### src/rtl/wdt_pkg.sv
package wdt_pkg;
  typedef struct packed {
    logic main_exp;
    logic s2_exp;
  } wdt_evt_t;
endpackage

### src/rtl/wdt_main_ctr.sv
module wdt_main_ctr #(
  parameter int CNT_W      = 8,
  parameter int INIT_TICKS = 6
) (
  input  logic             clk_i,
  input  logic             rst_ni,
  input  logic             tick_i,
  input  logic             reload_i,
  input  logic [CNT_W-1:0] reload_val_i,
  output logic             expire_o
);
  localparam logic [CNT_W-1:0] InitVal = (INIT_TICKS < 1) ? CNT_W'(1) : CNT_W'(INIT_TICKS);
  localparam logic [CNT_W-1:0] One     = CNT_W'(1);

  logic [CNT_W-1:0] cnt_q;

  always_ff @(posedge clk_i or negedge rst_ni) begin
    if (!rst_ni) begin
      cnt_q <= InitVal;
    end else if (reload_i) begin
      cnt_q <= (reload_val_i == '0) ? One : reload_val_i;
    end else if (tick_i && cnt_q != '0) begin
      cnt_q <= cnt_q - One;
    end
  end

  // Reload takes priority over expiry
  assign expire_o = tick_i && !reload_i && (cnt_q == One);
endmodule

### src/rtl/wdt_stage2_ctr.sv
module wdt_stage2_ctr #(
  parameter int S2_TICKS = 24
) (
  input  logic clk_i,
  input  logic rst_ni,
  input  logic tick_i,
  input  logic arm_i,
  input  logic stop_i,
  output logic expire_o
);
  localparam int              S2W  = $clog2(S2_TICKS + 1);
  localparam logic [S2W-1:0]  Last = S2W'(S2_TICKS - 1);

  logic           armed_q;
  logic [S2W-1:0] cnt_q;
  logic           hit;

  assign hit      = armed_q && tick_i && (cnt_q == Last);
  assign expire_o = hit && !stop_i;

  always_ff @(posedge clk_i or negedge rst_ni) begin
    if (!rst_ni) begin
      armed_q <= 1'b0;
      cnt_q   <= '0;
    end else if (stop_i) begin
      armed_q <= 1'b0;
      cnt_q   <= '0;
    end else if (arm_i) begin
      armed_q <= 1'b1;
      cnt_q   <= '0;
    end else if (hit) begin
      armed_q <= 1'b0;
      cnt_q   <= '0;
    end else if (armed_q && tick_i) begin
      cnt_q   <= cnt_q + S2W'(1);
    end
  end
endmodule

### src/rtl/wdt_irq_status.sv
module wdt_irq_status
  import wdt_pkg::*;
(
  input  logic     clk_i,
  input  logic     rst_ni,
  input  logic     por_ni,
  input  wdt_evt_t evt_i,
  input  logic     no_reboot_i,
  input  logic     sw_smi_i,
  input  logic     sw_osint_i,
  input  logic     clr_first_i,
  input  logic     clr_second_i,
  output logic     smi_o,
  output logic     osint_o,
  output logic     rst_req_o,
  output logic     first_to_o,
  output logic     second_to_o
);
  logic smi_q, osint_q, rst_q, first_q, second_q;

  always_ff @(posedge clk_i or negedge rst_ni) begin
    if (!rst_ni) begin
      smi_q   <= 1'b0;
      osint_q <= 1'b0;
      rst_q   <= 1'b0;
      first_q <= 1'b0;
    end else begin
      smi_q   <= evt_i.main_exp | sw_smi_i;
      osint_q <= sw_osint_i;
      if (evt_i.s2_exp && !no_reboot_i) rst_q <= 1'b1;
      if (evt_i.main_exp)     first_q <= 1'b1;
      else if (clr_first_i)   first_q <= 1'b0;
    end
  end

  // Power-on domain: survives the requested reset
  always_ff @(posedge clk_i or negedge por_ni) begin
    if (!por_ni) begin
      second_q <= 1'b0;
    end else if (rst_ni) begin
      if (evt_i.s2_exp)       second_q <= 1'b1;
      else if (clr_second_i)  second_q <= 1'b0;
    end
  end

  assign smi_o       = smi_q;
  assign osint_o     = osint_q;
  assign rst_req_o   = rst_q;
  assign first_to_o  = first_q;
  assign second_to_o = second_q;
endmodule

### src/rtl/mgmt_watchdog.sv
module mgmt_watchdog
  import wdt_pkg::*;
#(
  parameter int CNT_W      = 8,
  parameter int INIT_TICKS = 6,
  parameter int S2_TICKS   = 24
) (
  input  logic             clk_i,
  input  logic             rst_ni,
  input  logic             por_ni,
  input  logic             tick_i,
  input  logic             reload_i,
  input  logic [CNT_W-1:0] reload_val_i,
  input  logic             no_reboot_i,
  input  logic             sw_smi_i,
  input  logic             sw_osint_i,
  input  logic             clr_first_i,
  input  logic             clr_second_i,
  output logic             smi_o,
  output logic             osint_o,
  output logic             rst_req_o,
  output logic             first_to_o,
  output logic             second_to_o
);
  wdt_evt_t evt;

  wdt_main_ctr #(.CNT_W(CNT_W), .INIT_TICKS(INIT_TICKS)) u_main (
    .clk_i        (clk_i),
    .rst_ni       (rst_ni),
    .tick_i       (tick_i),
    .reload_i     (reload_i),
    .reload_val_i (reload_val_i),
    .expire_o     (evt.main_exp)
  );

  wdt_stage2_ctr #(.S2_TICKS(S2_TICKS)) u_stage2 (
    .clk_i    (clk_i),
    .rst_ni   (rst_ni),
    .tick_i   (tick_i),
    .arm_i    (evt.main_exp),
    .stop_i   (reload_i),
    .expire_o (evt.s2_exp)
  );

  wdt_irq_status u_status (
    .clk_i        (clk_i),
    .rst_ni       (rst_ni),
    .por_ni       (por_ni),
    .evt_i        (evt),
    .no_reboot_i  (no_reboot_i),
    .sw_smi_i     (sw_smi_i),
    .sw_osint_i   (sw_osint_i),
    .clr_first_i  (clr_first_i),
    .clr_second_i (clr_second_i),
    .smi_o        (smi_o),
    .osint_o      (osint_o),
    .rst_req_o    (rst_req_o),
    .first_to_o   (first_to_o),
    .second_to_o  (second_to_o)
  );
endmodule

### config.mk
export PLATFORM = sky130hd
export DESIGN_NAME = mgmt_watchdog
export DESIGN_NICKNAME = d
export VERILOG_FILES = /design/src/rtl/wdt_pkg.sv /design/src/rtl/wdt_main_ctr.sv /design/src/rtl/wdt_stage2_ctr.sv /design/src/rtl/wdt_irq_status.sv /design/src/rtl/mgmt_watchdog.sv
export SDC_FILE = /design/constraint.sdc
export NUM_CORES = 1
export LEC_CHECK = 0
export CAP_MARGIN = 10
export CELL_PAD_IN_SITES_DETAIL_PLACEMENT = 1
export CELL_PAD_IN_SITES_GLOBAL_PLACEMENT = 1
export CORE_UTILIZATION = 42
export CTS_BUF_LIST = sky130_fd_sc_hd__clkbuf_8
export DETAILED_ROUTE_END_ITERATION = 10
export GPL_TIMING_DRIVEN = 0
export PLACE_DENSITY_LB_ADDON = 0.1
export SLEW_MARGIN = 40
export SYNTH_ARGS = -nofsm -noshare
export SYNTH_HDL_FRONTEND = slang
export SYNTH_SLANG_ARGS = --single-unit
### constraint.sdc
create_clock -name clk_i -period 3.45 [get_ports clk_i]
set_clock_uncertainty 0.1 [all_clocks]
set_input_delay 0.69 -clock clk_i [delete_from_list [all_inputs] [get_ports clk_i]]
set_output_delay 0.69 -clock clk_i [all_outputs]
set_load 0.01 [all_outputs]
# Word-level counts from Yosys, hierarchy flattened
# Cells that the tools add are included.
dict set report op_classes {
  n_bitwise 1
  add_sub_neg 2
  mux 14
  eq_ne 2
  n_reduce_logical 17
}
# cell n
set ops {}
lappend ops {{8-bit two-way mux} 3}
lappend ops {{5-bit two-way mux} 4}
lappend ops {{8-bit by 1-bit == test with 1-bit output, second input constant} 1}
lappend ops {{8-bit logical NOT} 1}
lappend ops {{8-bit nonzero test} 1}
lappend ops {{8-bit by 1-bit subtractor with 8-bit output, second input constant} 1}
lappend ops {{1-bit logical AND} 7}
lappend ops {{1-bit two-way mux} 7}
lappend ops {{2-bit nonzero test} 3}
lappend ops {{5-bit by 1-bit adder with 5-bit output, second input constant} 1}
lappend ops {{5-bit == test, second input constant} 1}
lappend ops {{4-bit nonzero test} 1}
lappend ops {{3-bit nonzero test} 1}
lappend ops {{1-bit logical NOT} 2}
lappend ops {{2-bit AND reduction} 1}
lappend ops {{1-bit bitwise OR} 1}
dict set report word_totals {
  input_bits 18
  word_cells 44
  ff_bits 19
  out_inout_bits 5
}

# Logic depth before layout (Yosys ltp)
dict set report logic_depth {
  depth_word 5
  depth_mapped 6
  mapped_depth_nobuf 6
}

# By module
# A second synthesis with hierarchy kept.
dict set report unflattened {
  cells_unflattened 107
  area_unflattened_um2 1073.5
}
# module n_inst area_each_um2 seq_area_each_um2 cells_per_inst
set by_module_without_submodules {}
lappend by_module_without_submodules {wdt_main_ctr 1 596.8 202.7 64}
lappend by_module_without_submodules {wdt_stage2_ctr 1 310.3 150.1 31}
lappend by_module_without_submodules {wdt_irq_status 1 166.4 125.1 12}

# Worst setup path before layout
# No wires, ideal clock.
dict set report synth_path {
  path_kind {in2reg}
  from {in tick_i}
  to {reg u_main.cnt_q[3]}
  n_path_buf 1
  cell_stages 4
  slack_ps 1469
  required_time_ps 3225
  setup_ps 125
  arrival_time_ps 1757
  path_cell_list {buf_2 > nor4b_2 > mux2_2 > mux2_2}
}
dict set report synth_between {
  elab_chain_cells 2
}
# element line
set synth_rtl {}
lappend synth_rtl {{start: declaration} mgmt_watchdog.sv:11} ;# input logic tick_i,
lappend synth_rtl {{1-bit logical AND} wdt_main_ctr.sv:22} ;# end else if (tick_i && cnt_q != '0) begin
lappend synth_rtl {{2-bit nonzero test (no source line)} -}
lappend synth_rtl {{end signal: assignment} wdt_main_ctr.sv:19} ;# cnt_q <= InitVal;
lappend synth_rtl {{end signal: assignment} wdt_main_ctr.sv:21} ;# cnt_q <= (reload_val_i == '0) ? One : reload_val_i;
lappend synth_rtl {{end signal: assignment} wdt_main_ctr.sv:23} ;# cnt_q <= cnt_q - One;
lappend synth_rtl {{end: declaration} wdt_main_ctr.sv:15} ;# logic [CNT_W-1:0] cnt_q;
# Every way passes these cells.
# A chain may end at the register's enable or synchronous reset.

# Worst setup path after layout
dict set report layout_path {
  from {in reload_i}
  to {reg u_main.cnt_q[4]}
}
dict set report layout_between {
  elab_chain_cells 1
  word_cells_on_any_way 2
  cone_classes {mux (1); reduce/logical (1)}
}
# element line
set layout_rtl {}
lappend layout_rtl {{start: declaration} mgmt_watchdog.sv:12} ;# input logic reload_i,
lappend layout_rtl {{8-bit two-way mux / 2-bit nonzero test (equally long branches)} -}
# Parallel ways exist; a longest one is shown, timed or not.

==> flow_summary.yaml <==
clock_network:
  numCtsBuffers: 3
  cts_tree: "built"
  cts.sinks: 19
  ctsLongestPathBuffers: 2
  cts_hold_buf: 0
  ctsResizeCount: 0
  clk-insertion-delay-late_ns: 0.26
  clock_pin_slew_on_the_worst_setup_and_hold_paths_ns: 0.08
  htreeDepth: 1
  cts_post_setup_buffers_inserted: 0
  clock-root-buffer: "clkbuf_8"
drt:
  remaining_drc_errors: 0
  drt-pass1-iter-count: 4
  ant_nets: 0
  wl_um: 2680
  routed_via_density: 5.78
  first_iter_violations: 6
  detail_route.wl_per_cell_um: 16.7
  dr_total_vias: 925
setup_path:
  cp-end-kind: "flip-flop"
  crit_buf_inv: 3
  cp_slowest_cell: "clkdlybuf4s50_1"
  cells_traversed_along_the_worst_timing_path: "clkdlybuf4s50_1 -> clkbuf_1 -> clkbuf_1 -> o21ai_0"
  critical-path-max-stage-delay_ns: 0.51
  critical_path_arrival_ns: 2.18
  critPathRequiredTime_ns: 3.46
  worst_setup_path_start_kind: "primary input"
  path_class: "primary input to flip-flop"
  critical-path-top-delay-family: "buffers and inverters"
  path_common_cell: "clkbuf_1"
  path_max_fanout: 10
  timing.rr.start: "u_main.cnt_q[0]"
  critical_path_origin: "reload_i"
grt:
  grt.total_usage_pct: 21.8
  grt_first_pass_wirelength_um: 4340
  via_count_of_the_first_global_routing_pass: 934
  grt_start_max_net_pins: 21
  grt.overflow.total: 0
  antenna_found_initial: 0
logic_synthesis:
  synth_sequential_area_ratio_pct: 45.0
  synth.area.top_cells: "dfrtp_1 40%, dfstp_2 4.9%, o21ai_0 4.2%, mux2_2 4.2%, a21oi_1 3.8%"
  post_synth_inst_count: 107
  post_synth_num_cell_types: 41
  netlist.top_cell.by_area: "dfrtp_1"
  synth-compound-area-share_pct: 17.7
  synth_top_family_by_area: "simple AND/OR/NAND/NOR gates"
  synthArstFlopShare_pct: 100
  syn_area_sq_um: 1060
  yosys.area_share.adder_pct: 3.53
  post-synth-top-count-cell: "dfrtp_1"
  mapped_nets: 128
  predominant_post_synthesis_flop_cell: "dfrtp_1"
  post_synth.cell_area_avg_sq_um: 9.93
  synth-edff-count: 0
  post_synth_most_frequent_cells: "17 x dfrtp_1, 9 x o21ai_0, 8 x a21oi_1, 8 x inv_1, 8 x nand2_1"
  ys_seq_elements: 19
  ys.warnings.count: 0
  post_synthesis_mux_area_share_pct: 6.24
  post_synthesis_xor_xnor_area_fraction_pct: 0.824
  post_synth_and_or_nand_nor_area_fraction_pct: 22.7
  synthDominantCellAreaShare_pct: 40.0
timing:
  setup_ws_ns: 1.28
  hold_violations: 0
  final_min_period_over_clock_period_pct: 62.8
  report.final.setup_viol: 0
  worst-slew-pin-transition_ns: 0.502
  max_slew_margin_pct: 66.5
  fin_crit_ns: 2.17
  fmax_mhz: 462
  setup_repair_after_global_routing_missed_its_margin: "false"
  final_max_tran_viols: 0
  totalNegativeSetupSlack_ns: 0
floorplanning:
  dieArea_sq_um: 2730
  core-area_sq_um: 2300
  ioPinCount: 23
  die_height_um: 52.3
  total_number_of_placement_rows: 17
  initial_core_util_pct: 46.2
  die_w_um: 52.3
final_layout:
  finalInstanceArea_sq_um: 1350
  num-nets-final: 154
  final.fill_count: 274
  num_antenna_cells: 0
  drive_gt1_share_pct: 11.4
  syn_to_final_growth_pct: 27.2
place:
  place.port_buffers: 21
  placed_cell_area_sq_um: 1300
  post-dp-hpwl_um: 2000
  globalplace.congestion: 0.811
  detailedPlace.worstSlack_ns: 0.978
power_and_ir_drop:
  vdd_drop_max_mv: 0.328
  seqPwrFrac_pct: 50.3
  cellLeakagePower_uw: 0.000541
  p_sw_uw: 144
  internal_power_uw: 369
  clockPowerShare_pct: 31.0
  finalPower_uw: 513
  net_switching_fraction_of_the_power_pct: 28.1
  cellPowerDensity_nw_per_um2: 379
  relative_contribution_of_combinational_cells_to_total_power_pct: 18.7
run:
  drv_cap: 0
run_status:
  status: "complete, no violations"
worst_hold_path:
  hold_path_class: "primary input to async pin"
==> metrics by stage <==
stage                     instances  utilization [%]  hold slack (ns)
after global placement          156             56.9            0.361
final                           160             58.8            0.274
after floorplan                 107                -            0.294
after detailed placement        156             56.7            0.377
after global routing            160             58.8            0.295
after CTS                       160             58.8            0.280
==> worst paths after layout <==
check,end,slack (ns),cells after the start
setup / recovery,u_main.cnt_q[4],1.28,4
hold / removal,u_stage2.cnt_q[1],0.27,1
setup reg to reg,u_main.cnt_q[6],1.42,6
hold reg to reg,u_status.rst_req_o,0.39,1
max in group asynchronous,u_main.cnt_q[2],2.64,1
min in group clk_i,u_status.rst_req_o,0.39,1
==> cell type report <==
type,count,area (sq um),share of cell area [%]
clock buffer,3,41.3,3.06
buffer,3,12.5,0.926
multi-input combinational,77,542,40.1
sequential,19,478,35.4
inverter,8,30.0,2.22
tap,28,35.0,2.59
clock inverter,1,7.51,0.556
timing repair buffer,21,205,15.2
==> cell families (layout without fill, tap and decap cells) <==
family / after synthesis / after routing
AO/OA/AOI/OAI: 30 / 30
buffers and inverters: 11 / 36
AND/OR/NAND/NOR: 37 / 37
multiplexers: 6 / 6
adder cells (fa/ha/maj): 3 / 3
XOR/XNOR: 1 / 1
flip-flops: 19 / 19
==> worst reg2reg max path: cells and delay by family, from the launching register on <==
kind,cells,cell delay [ns]
muxes,2,0.61
and+or+nand+nor,2,0.42
DFF,1,0.41
adders and majority gates,1,0.27
buffers and inverters,1,0.10
==> power by group through the flow <==
stage	Sequential (uW)	Combinational (uW)	Clock, uW
floorplan	258	53.6	0
global placement	260	89.7	0
detailed placement	262	95.8	0
CTS	257	96.9	165
global route	259	105	172
finish	258	96.1	159
==> layer usage <==
metal	up-vias	wire, um	global-route usage [%]
met4	0	10	2.63
met5	-	0	0
met3	2	85	5.80
met2	16	1330	38.4
met1	457	1250	27.0
li1	450	-	-
==> sequential cells by signal, indices dropped and copies added, names as in the netlist <==
register	count
u_status.rst_req_o	1
u_status.osint_o	1
u_stage2.armed_q	1
u_status.first_to_o	1
u_status.second_to_o	1
u_status.smi_o	1
u_stage2.cnt_q	5
u_main.cnt_q	8
==> placed cells by master, fill, tap and decap left out, types with 4 or more instances in the layout <==
master,n
a21oi_1,8
clkdlybuf4s50_1,20
dfrtp_1,17
inv_1,8
mux2_2,4
nand2_1,8
nand3_1,5
o21ai_0,9
(Power assumes the default switching activity.)
